`src/rtl/xl_pkg.sv`:
```
package xl_pkg;
  // Width of a way-select field for a given way count (at least one bit).
  function automatic int unsigned xl_way_bits(int unsigned ways);
    return (ways > 1) ? $clog2(ways) : 1;
  endfunction

  // Position of the lowest set bit of a one-hot (or zero) vector.
  function automatic int unsigned xl_low_bit(logic [31:0] v);
    int unsigned r;
    r = 0;
    for (int i = 31; i >= 0; i--) begin
      if (v[i]) r = i;
    end
    return r;
  endfunction
endpackage

```
`src/rtl/xl_va_split.sv`:
```
module xl_va_split #(
  parameter int TAG_W = 8,
  parameter int IDX_W = 3,
  parameter int OFF_W = 4,
  localparam int VA_W = TAG_W + IDX_W + OFF_W
) (
  input  logic [VA_W-1:0]  va,
  output logic [TAG_W-1:0] tag,
  output logic [IDX_W-1:0] idx,
  output logic [OFF_W-1:0] off
);
  assign tag = va[VA_W-1 -: TAG_W];
  assign idx = va[OFF_W +: IDX_W];
  assign off = va[OFF_W-1:0];
endmodule

```
`src/rtl/xl_way_bank.sv`:
```
module xl_way_bank #(
  parameter int TAG_W = 8,
  parameter int IDX_W = 3,
  parameter int PPN_W = 6,
  localparam int SETS = 1 << IDX_W
) (
  input  logic             clk,
  input  logic             rst,
  input  logic [IDX_W-1:0] rd_idx,
  output logic [TAG_W-1:0] rd_tag,
  output logic [PPN_W-1:0] rd_ppn,
  output logic             rd_vld,
  input  logic [IDX_W-1:0] vic_idx,
  output logic             vic_vld,
  output logic             vic_dty,
  input  logic             wr_en,
  input  logic [IDX_W-1:0] wr_idx,
  input  logic [TAG_W-1:0] wr_tag,
  input  logic [PPN_W-1:0] wr_ppn,
  input  logic             mark_en,
  input  logic [IDX_W-1:0] mark_idx
);
  logic [TAG_W-1:0] tag_mem [SETS];
  logic [PPN_W-1:0] ppn_mem [SETS];
  logic [SETS-1:0]  vld_q;
  logic [SETS-1:0]  dty_q;

  always_ff @(posedge clk) begin
    if (wr_en) begin
      tag_mem[wr_idx] <= wr_tag;
      ppn_mem[wr_idx] <= wr_ppn;
    end
  end

  always_ff @(posedge clk) begin
    if (rst) begin
      vld_q <= '0;
      dty_q <= '0;
    end else begin
      if (mark_en) dty_q[mark_idx] <= 1'b1;
      if (wr_en) begin
        vld_q[wr_idx] <= 1'b1;
        dty_q[wr_idx] <= 1'b0;
      end
    end
  end

  assign rd_tag  = tag_mem[rd_idx];
  assign rd_ppn  = ppn_mem[rd_idx];
  assign rd_vld  = vld_q[rd_idx];
  assign vic_vld = vld_q[vic_idx];
  assign vic_dty = dty_q[vic_idx];


  fill_sets_valid_chk: assert property (@(posedge clk) disable iff (rst)
    wr_en |=> vld_q[$past(wr_idx)] && !dty_q[$past(wr_idx)]);


  mark_sets_dirty_chk: assert property (@(posedge clk) disable iff (rst)
    (mark_en && !(wr_en && wr_idx == mark_idx)) |=> dty_q[$past(mark_idx)]);


  fill_beats_mark_chk: assert property (@(posedge clk) disable iff (rst)
    (mark_en && wr_en && wr_idx == mark_idx) |=> !dty_q[$past(mark_idx)]);
endmodule

```
`src/rtl/xl_way_match.sv`:
```
module xl_way_match #(
  parameter int TAG_W = 8,
  parameter int PPN_W = 6,
  parameter int WAYS  = 4
) (
  input  logic             clk,
  input  logic             rst,
  input  logic [TAG_W-1:0] req_tag,
  input  logic [TAG_W-1:0] way_tag [WAYS],
  input  logic [PPN_W-1:0] way_ppn [WAYS],
  input  logic [WAYS-1:0]  way_vld,
  output logic [WAYS-1:0]  hit_vec,
  output logic             hit,
  output logic [PPN_W-1:0] hit_ppn
);
  for (genvar w = 0; w < WAYS; w++) begin : g_cmp
    assign hit_vec[w] = way_vld[w] && (way_tag[w] == req_tag);
  end

  always_comb begin
    hit_ppn = '0;
    for (int w = 0; w < WAYS; w++) begin
      hit_ppn = hit_ppn | ({PPN_W{hit_vec[w]}} & way_ppn[w]);
    end
  end

  assign hit = |hit_vec;


  single_match_chk: assert property (@(posedge clk) disable iff (rst)
    $onehot0(hit_vec));
endmodule

```
`src/rtl/xl_sa_xlate.sv`:
```
module xl_sa_xlate #(
  parameter int TAG_W = 8,
  parameter int IDX_W = 3,
  parameter int OFF_W = 4,
  parameter int PPN_W = 6,
  parameter int WAYS  = 4,
  localparam int VA_W  = TAG_W + IDX_W + OFF_W,
  localparam int PA_W  = PPN_W + OFF_W,
  localparam int WAY_W = xl_pkg::xl_way_bits(WAYS)
) (
  input  logic             clk,
  input  logic             rst,
  input  logic             lk_en,
  input  logic             lk_wr,
  input  logic [VA_W-1:0]  lk_va,
  output logic             lk_hit,
  output logic             lk_fault,
  output logic [PA_W-1:0]  lk_pa,
  input  logic             fl_en,
  input  logic [IDX_W-1:0] fl_set,
  input  logic [WAY_W-1:0] fl_way,
  input  logic [TAG_W-1:0] fl_tag,
  input  logic [PPN_W-1:0] fl_ppn,
  output logic             fl_victim_dirty
);
  logic [TAG_W-1:0] va_tag;
  logic [IDX_W-1:0] va_idx;
  logic [OFF_W-1:0] va_off;

  logic [TAG_W-1:0] way_tag [WAYS];
  logic [PPN_W-1:0] way_ppn [WAYS];
  logic [WAYS-1:0]  way_vld;
  logic [WAYS-1:0]  vic_vld;
  logic [WAYS-1:0]  vic_dty;
  logic [WAYS-1:0]  hit_vec;
  logic             any_hit;
  logic [PPN_W-1:0] hit_ppn;

  xl_va_split #(.TAG_W(TAG_W), .IDX_W(IDX_W), .OFF_W(OFF_W)) split_i (
    .va(lk_va), .tag(va_tag), .idx(va_idx), .off(va_off)
  );

  for (genvar w = 0; w < WAYS; w++) begin : g_way
    logic fill_here;
    assign fill_here = fl_en && (fl_way == WAY_W'(w));
    xl_way_bank #(.TAG_W(TAG_W), .IDX_W(IDX_W), .PPN_W(PPN_W)) bank_i (
      .clk(clk), .rst(rst),
      .rd_idx(va_idx), .rd_tag(way_tag[w]), .rd_ppn(way_ppn[w]), .rd_vld(way_vld[w]),
      .vic_idx(fl_set), .vic_vld(vic_vld[w]), .vic_dty(vic_dty[w]),
      .wr_en(fill_here), .wr_idx(fl_set), .wr_tag(fl_tag), .wr_ppn(fl_ppn),
      .mark_en(lk_en && lk_wr && hit_vec[w]), .mark_idx(va_idx)
    );
  end

  xl_way_match #(.TAG_W(TAG_W), .PPN_W(PPN_W), .WAYS(WAYS)) match_i (
    .clk(clk), .rst(rst), .req_tag(va_tag),
    .way_tag(way_tag), .way_ppn(way_ppn), .way_vld(way_vld),
    .hit_vec(hit_vec), .hit(any_hit), .hit_ppn(hit_ppn)
  );

  always_comb begin
    lk_hit   = lk_en && any_hit;
    lk_fault = lk_en && !any_hit;
    lk_pa    = lk_hit ? {hit_ppn, va_off} : '0;
  end

  assign fl_victim_dirty = fl_en && vic_vld[fl_way] && vic_dty[fl_way];


  hit_fault_excl_chk: assert property (@(posedge clk) disable iff (rst)
    !(lk_hit && lk_fault));


  fault_pa_zero_chk: assert property (@(posedge clk) disable iff (rst)
    lk_fault |-> lk_pa == '0);


  offset_pass_chk: assert property (@(posedge clk) disable iff (rst)
    lk_hit |-> lk_pa[OFF_W-1:0] == lk_va[OFF_W-1:0]);


  empty_after_reset_chk: assert property (@(posedge clk) disable iff (rst)
    $fell(rst) |-> !lk_hit);


  victim_idle_chk: assert property (@(posedge clk) disable iff (rst)
    !fl_en |-> !fl_victim_dirty);
endmodule

```
`config.mk`:
```
export PLATFORM = sky130hd
export DESIGN_NAME = xl_sa_xlate
export DESIGN_NICKNAME = d
export VERILOG_FILES = /design/src/rtl/xl_pkg.sv /design/src/rtl/xl_va_split.sv /design/src/rtl/xl_way_bank.sv /design/src/rtl/xl_way_match.sv /design/src/rtl/xl_sa_xlate.sv
export SDC_FILE = /design/constraint.sdc
export NUM_CORES = 1
export LEC_CHECK = 0
export CAP_MARGIN = 10
export CORE_AREA = 3 3 265 267
export CTS_CLUSTER_DIAMETER = 100
export DETAILED_ROUTE_END_ITERATION = 10
export DIE_AREA = 0 0 268 270
export SLEW_MARGIN = 20
export SYNTH_ARGS = -nofsm -noshare
export SYNTH_HDL_FRONTEND = slang
export SYNTH_SLANG_ARGS = --single-unit
```
`constraint.sdc`:
```
create_clock -name clk -period 4.1 [get_ports clk]
set_input_delay 0.41 -clock clk [delete_from_list [all_inputs] [get_ports clk]]
set_output_delay 0.41 -clock clk [all_outputs]
set_load 0.05 [all_outputs]
```
==> results_dict.tcl <==
set metrics [dict create \
    pwr-share-seq 0.538 \
    postSynthCellCount 1266 \
    achievable_frequency_mhz 251 \
    avgRoutedWirePerCell_microns 26.2 \
    crit_path_start_kind "input port" \
    via_count 12400 \
    cell_depth_of_the_worst_hold_path 1 \
    final.fill_count 6378 \
    total_power_w 0.0107 \
    drive_above_1_share 0.221 \
    critical-path-top-delay-family "buffers and inverters" \
    ff2ff_setup_slack_ns 1.41 \
    worstSetupEndpointType "primary output" \
    nNetsFinal 1412 \
    critical_path_class "input port to primary output" \
    synth_edf_count 448 \
    r2r_end "g_way[0].bank_i.dty_q[5]" \
    placementRows 96 \
    wl_microns 60000 \
    portion_of_synthesized_cell_area_occupied_by_the_leading_cell_type 0.663 \
    layout_common_cells "448 x sky130_fd_sc_hd__edfxtp_1, 112 x sky130_fd_sc_hd__nor2_1, 77 x sky130_fd_sc_hd__buf_4" \
    htreeDepth 2 \
    rr_startpoint "g_way[0].bank_i.tag_mem[1][2]" \
    global_route.overflow_total 0 \
    syn_to_final_growth_pct 17.6 \
    portBuffers 51 \
    global_route_wire_length_before_repair_microns 86700 \
    cts_hold_buffers 0 \
    slowest_stage "sky130_fd_sc_hd__or4_1" \
    clock_power_share 0.402 \
    max-slew-margin-rel 0.304 \
    layout_worst_path_cycle_share 0.970 \
    drv_slew 0 \
    chain_of_cells_forming_the_critical_path "buf_4 -> buf_12 -> mux4_2 -> mux2i_1 -> xnor2_1 -> or4_1 -> nor3_2 -> buf_4 -> a21oi_2 -> a211oi_1 -> buf_12" \
    status "complete, no violations" \
    ys_warn_count 0 \
    synth_top_flop_cell "sky130_fd_sc_hd__edfxtp_1" \
    cts.reportedPaths.clkPinSlew_ns 0.06 \
    postSynth.asyncResetShare 0 \
    tightest_slew_ns 1.04 \
    clock_tree.root_cell "sky130_fd_sc_hd__clkbuf_16" \
    top_level_ports 52 \
    worst-endpoint-required_ns 3.69 \
    ant_nets 0 \
    internal_power_w 0.00835 \
    power_leakage_nw 7.62 \
    dp_hpwl_microns 37300 \
    clock_sinks 512 \
    share_comb_of_total_power 0.060 \
    cts-root-to-sink-buffers 3 \
    final-setup-viol-count 0 \
    routabilityCongestion 0.852 \
    cp.arrival_ns 3.57 \
    antenna_violations_before_repair 0 \
    synth.net_count 1305 \
    timing.final.crit_period_ns 3.98 \
    total_cts_buffers 47 \
    clock-skew-final_ns 0.0171 \
    drc 0 \
    swShare 0.216 \
    cellPowerDensity_nw_per_um2 446 \
    timing.hold.worst.class "input port to register" \
    drt-vias-per-instance 5.40 \
    synth_area_leaders "sky130_fd_sc_hd__edfxtp_1 66%, sky130_fd_sc_hd__dfxtp_1 6.3%, sky130_fd_sc_hd__mux4_2 5.0%, sky130_fd_sc_hd__nor2_1 2.6%, sky130_fd_sc_hd__mux2i_1 2.6%" \
    worstHoldEndpoint "g_way[3].bank_i.tag_mem[1][5]" \
    max_ir_drop_vdd_uv 295 \
    fin_tns_setup_ns 0 \
    critical_path_depth 11 \
    synth.cell_area_sq_um 20300 \
    p_switching_w 0.00230 \
    r2r_cells 9 \
    rsz0062_at_grt "no" \
    grt_util_all_layers 0.163 \
    yosysSeqAreaShare 0.726 \
    floorplan.die_area_sq_um 72400 \
    max_cap_viol_count 0 \
    first_pass_iteration_count_of_the_detailed_router 6 \
    final_common_cell "sky130_fd_sc_hd__edfxtp_1" \
    post_cts_repair_setup_buffers 0 \
    core_area_sq_um 68300 \
    postLayoutCoreUtil 0.349 \
    grt_pass1_vias 12500 \
    ys_types 64 \
    drt_first_iter_violations 1492 \
    num_antenna_cells 0 \
    clk-insertion-delay-late_ns 0.56 \
    post_synth.cell_area_avg_sq_um 16.0 \
    crit_buf_inv 4 \
    library_cell_with_the_largest_summed_area_after_synthesis "sky130_fd_sc_hd__edfxtp_1" \
    max_incr_delay_on_cp_ns 0.57 \
    die_w_microns 268 \
    worst_hold_startpoint "fl_tag[5]" \
    floorplan.initialDensity 0.297 \
    timing.final.hold_violations 0 \
    grt_max_degree 65 \
    die_height_microns 270 \
    critical_path.max_fanout 19 \
    tritoncts "built" \
    synth-seq-cells 512 \
]
==> cell families after synthesis <==
logic type                Yosys count  share of synthesized area
DFF                               512                      0.726
and+or+nand+nor                   283                     0.0683
AOI/OAI and AO/OA                 233                     0.0798
muxes                             138                     0.0983
buffers and inverters              82                     0.0198
xor gates and xnor gates           18                    0.00777
==> worst register-to-register path: stages, from the launching register on <==
cell and delay (ns):
sky130_fd_sc_hd__edfxtp_1 0.37, sky130_fd_sc_hd__mux4_2 0.45, sky130_fd_sc_hd__mux2i_1 0.19, sky130_fd_sc_hd__xnor2_1 0.12, sky130_fd_sc_hd__or4_4 0.60, sky130_fd_sc_hd__nor4_4 0.22
sky130_fd_sc_hd__buf_4 0.25, sky130_fd_sc_hd__buf_4 0.21, sky130_fd_sc_hd__a21oi_1 0.09, sky130_fd_sc_hd__nor3_2 0.12
==> what timing repair did <==
item                                    in CTS  in global routing
endpoints found under the setup margin       0                  3
endpoints found under the hold margin        0                  0
gates resized for setup                      0                  1
==> layer usage <==
layer / GRT usage / share of wire / up-vias
met5: 0 / 0 / -
met4: 0.0551 / 0.033 / 0
met3: 0.0250 / 0.074 / 127
met2: 0.270 / 0.48 / 571
met1: 0.218 / 0.41 / 6414
li1: - / - / 5260
==> synth_stat cells, types with 9 or more instances <==
cell type,instances
sky130_fd_sc_hd__mux2_2,40
sky130_fd_sc_hd__nand2_1,30
sky130_fd_sc_hd__a31oi_1,16
sky130_fd_sc_hd__nor3_2,9
sky130_fd_sc_hd__o221ai_1,25
sky130_fd_sc_hd__a21oi_1,42
sky130_fd_sc_hd__buf_2,21
sky130_fd_sc_hd__a221oi_1,9
sky130_fd_sc_hd__mux2i_1,52
sky130_fd_sc_hd__nand3_1,16
sky130_fd_sc_hd__clkbuf_1,38
sky130_fd_sc_hd__nor2_1,142
sky130_fd_sc_hd__a22o_1,9
sky130_fd_sc_hd__xor2_1,10
sky130_fd_sc_hd__edfxtp_1,448
sky130_fd_sc_hd__mux4_2,45
sky130_fd_sc_hd__o22ai_1,60
sky130_fd_sc_hd__o21ai_0,13
sky130_fd_sc_hd__nor3_1,33
sky130_fd_sc_hd__o22a_1,15
sky130_fd_sc_hd__dfxtp_1,64
==> sequential cells by signal, summed over array words and instances, names as in the netlist <==
| name | cells |
|---|---|
| g_way.bank_i.dty_q | 32 |
| g_way.bank_i.ppn_mem | 192 |
| g_way.bank_i.tag_mem | 256 |
| g_way.bank_i.vld_q | 32 |
==> stage by stage <==
stage | cells | area, sq um | setup slack [ns] | hold slack (ns)
6_report | 2291 | 23900 | 0.122 | 0.385
5_1_grt | 2291 | 23900 | 0.0241 | 0.402
4_1_cts | 2291 | 23900 | 0.126 | 0.408
3_5_place_dp | 2206 | 22400 | 0.129 | 0.489
3_3_place_gp | 2206 | 22400 | 0.166 | 0.481
2_1_floorplan | 1266 | 20300 | 0.208 | 0.455
==> layout make-up <==
| cell class | count | area [sq um] | share of cell area |
|---|---|---|---|
| Timing Repair Buffer | 131 | 1240 | 0.0520 |
| Sequential cell | 512 | 14700 | 0.617 |
| Tap cell | 882 | 1100 | 0.0462 |
| Clock buffer | 64 | 1330 | 0.0559 |
| Multi-Input combinational cell | 672 | 5260 | 0.220 |
| Clock inverter | 21 | 166 | 0.00697 |
| Inverter | 9 | 33.8 | 0.00142 |
==> worst max path at each step <==
stage / start / slack (ns) / end
2_1_floorplan: lk_va[4] / 0.21 / lk_pa[1]
3_3_place_gp: lk_va[4] / 0.17 / lk_pa[1]
4_1_cts: lk_va[4] / 0.13 / lk_pa[1]
6_report: lk_va[4] / 0.12 / lk_pa[3]
3_5_place_dp: lk_va[4] / 0.13 / lk_pa[1]
5_1_grt: lk_va[4] / 0.02 / lk_pa[3]
==> power groups by stage <==
| stage | clock, W | combinational [W] | sequential (W) |
|---|---|---|---|
| after floorplan | 0 | 0.000347 | 0.00584 |
| after global placement | 0 | 0.000637 | 0.00585 |
| after detailed placement | 0 | 0.000641 | 0.00585 |
| after CTS | 0.00433 | 0.000643 | 0.00574 |
| after global routing | 0.00455 | 0.000679 | 0.00574 |
| final | 0.00428 | 0.000642 | 0.00574 |
No activity file was read; power rests on OpenSTA's default activity.
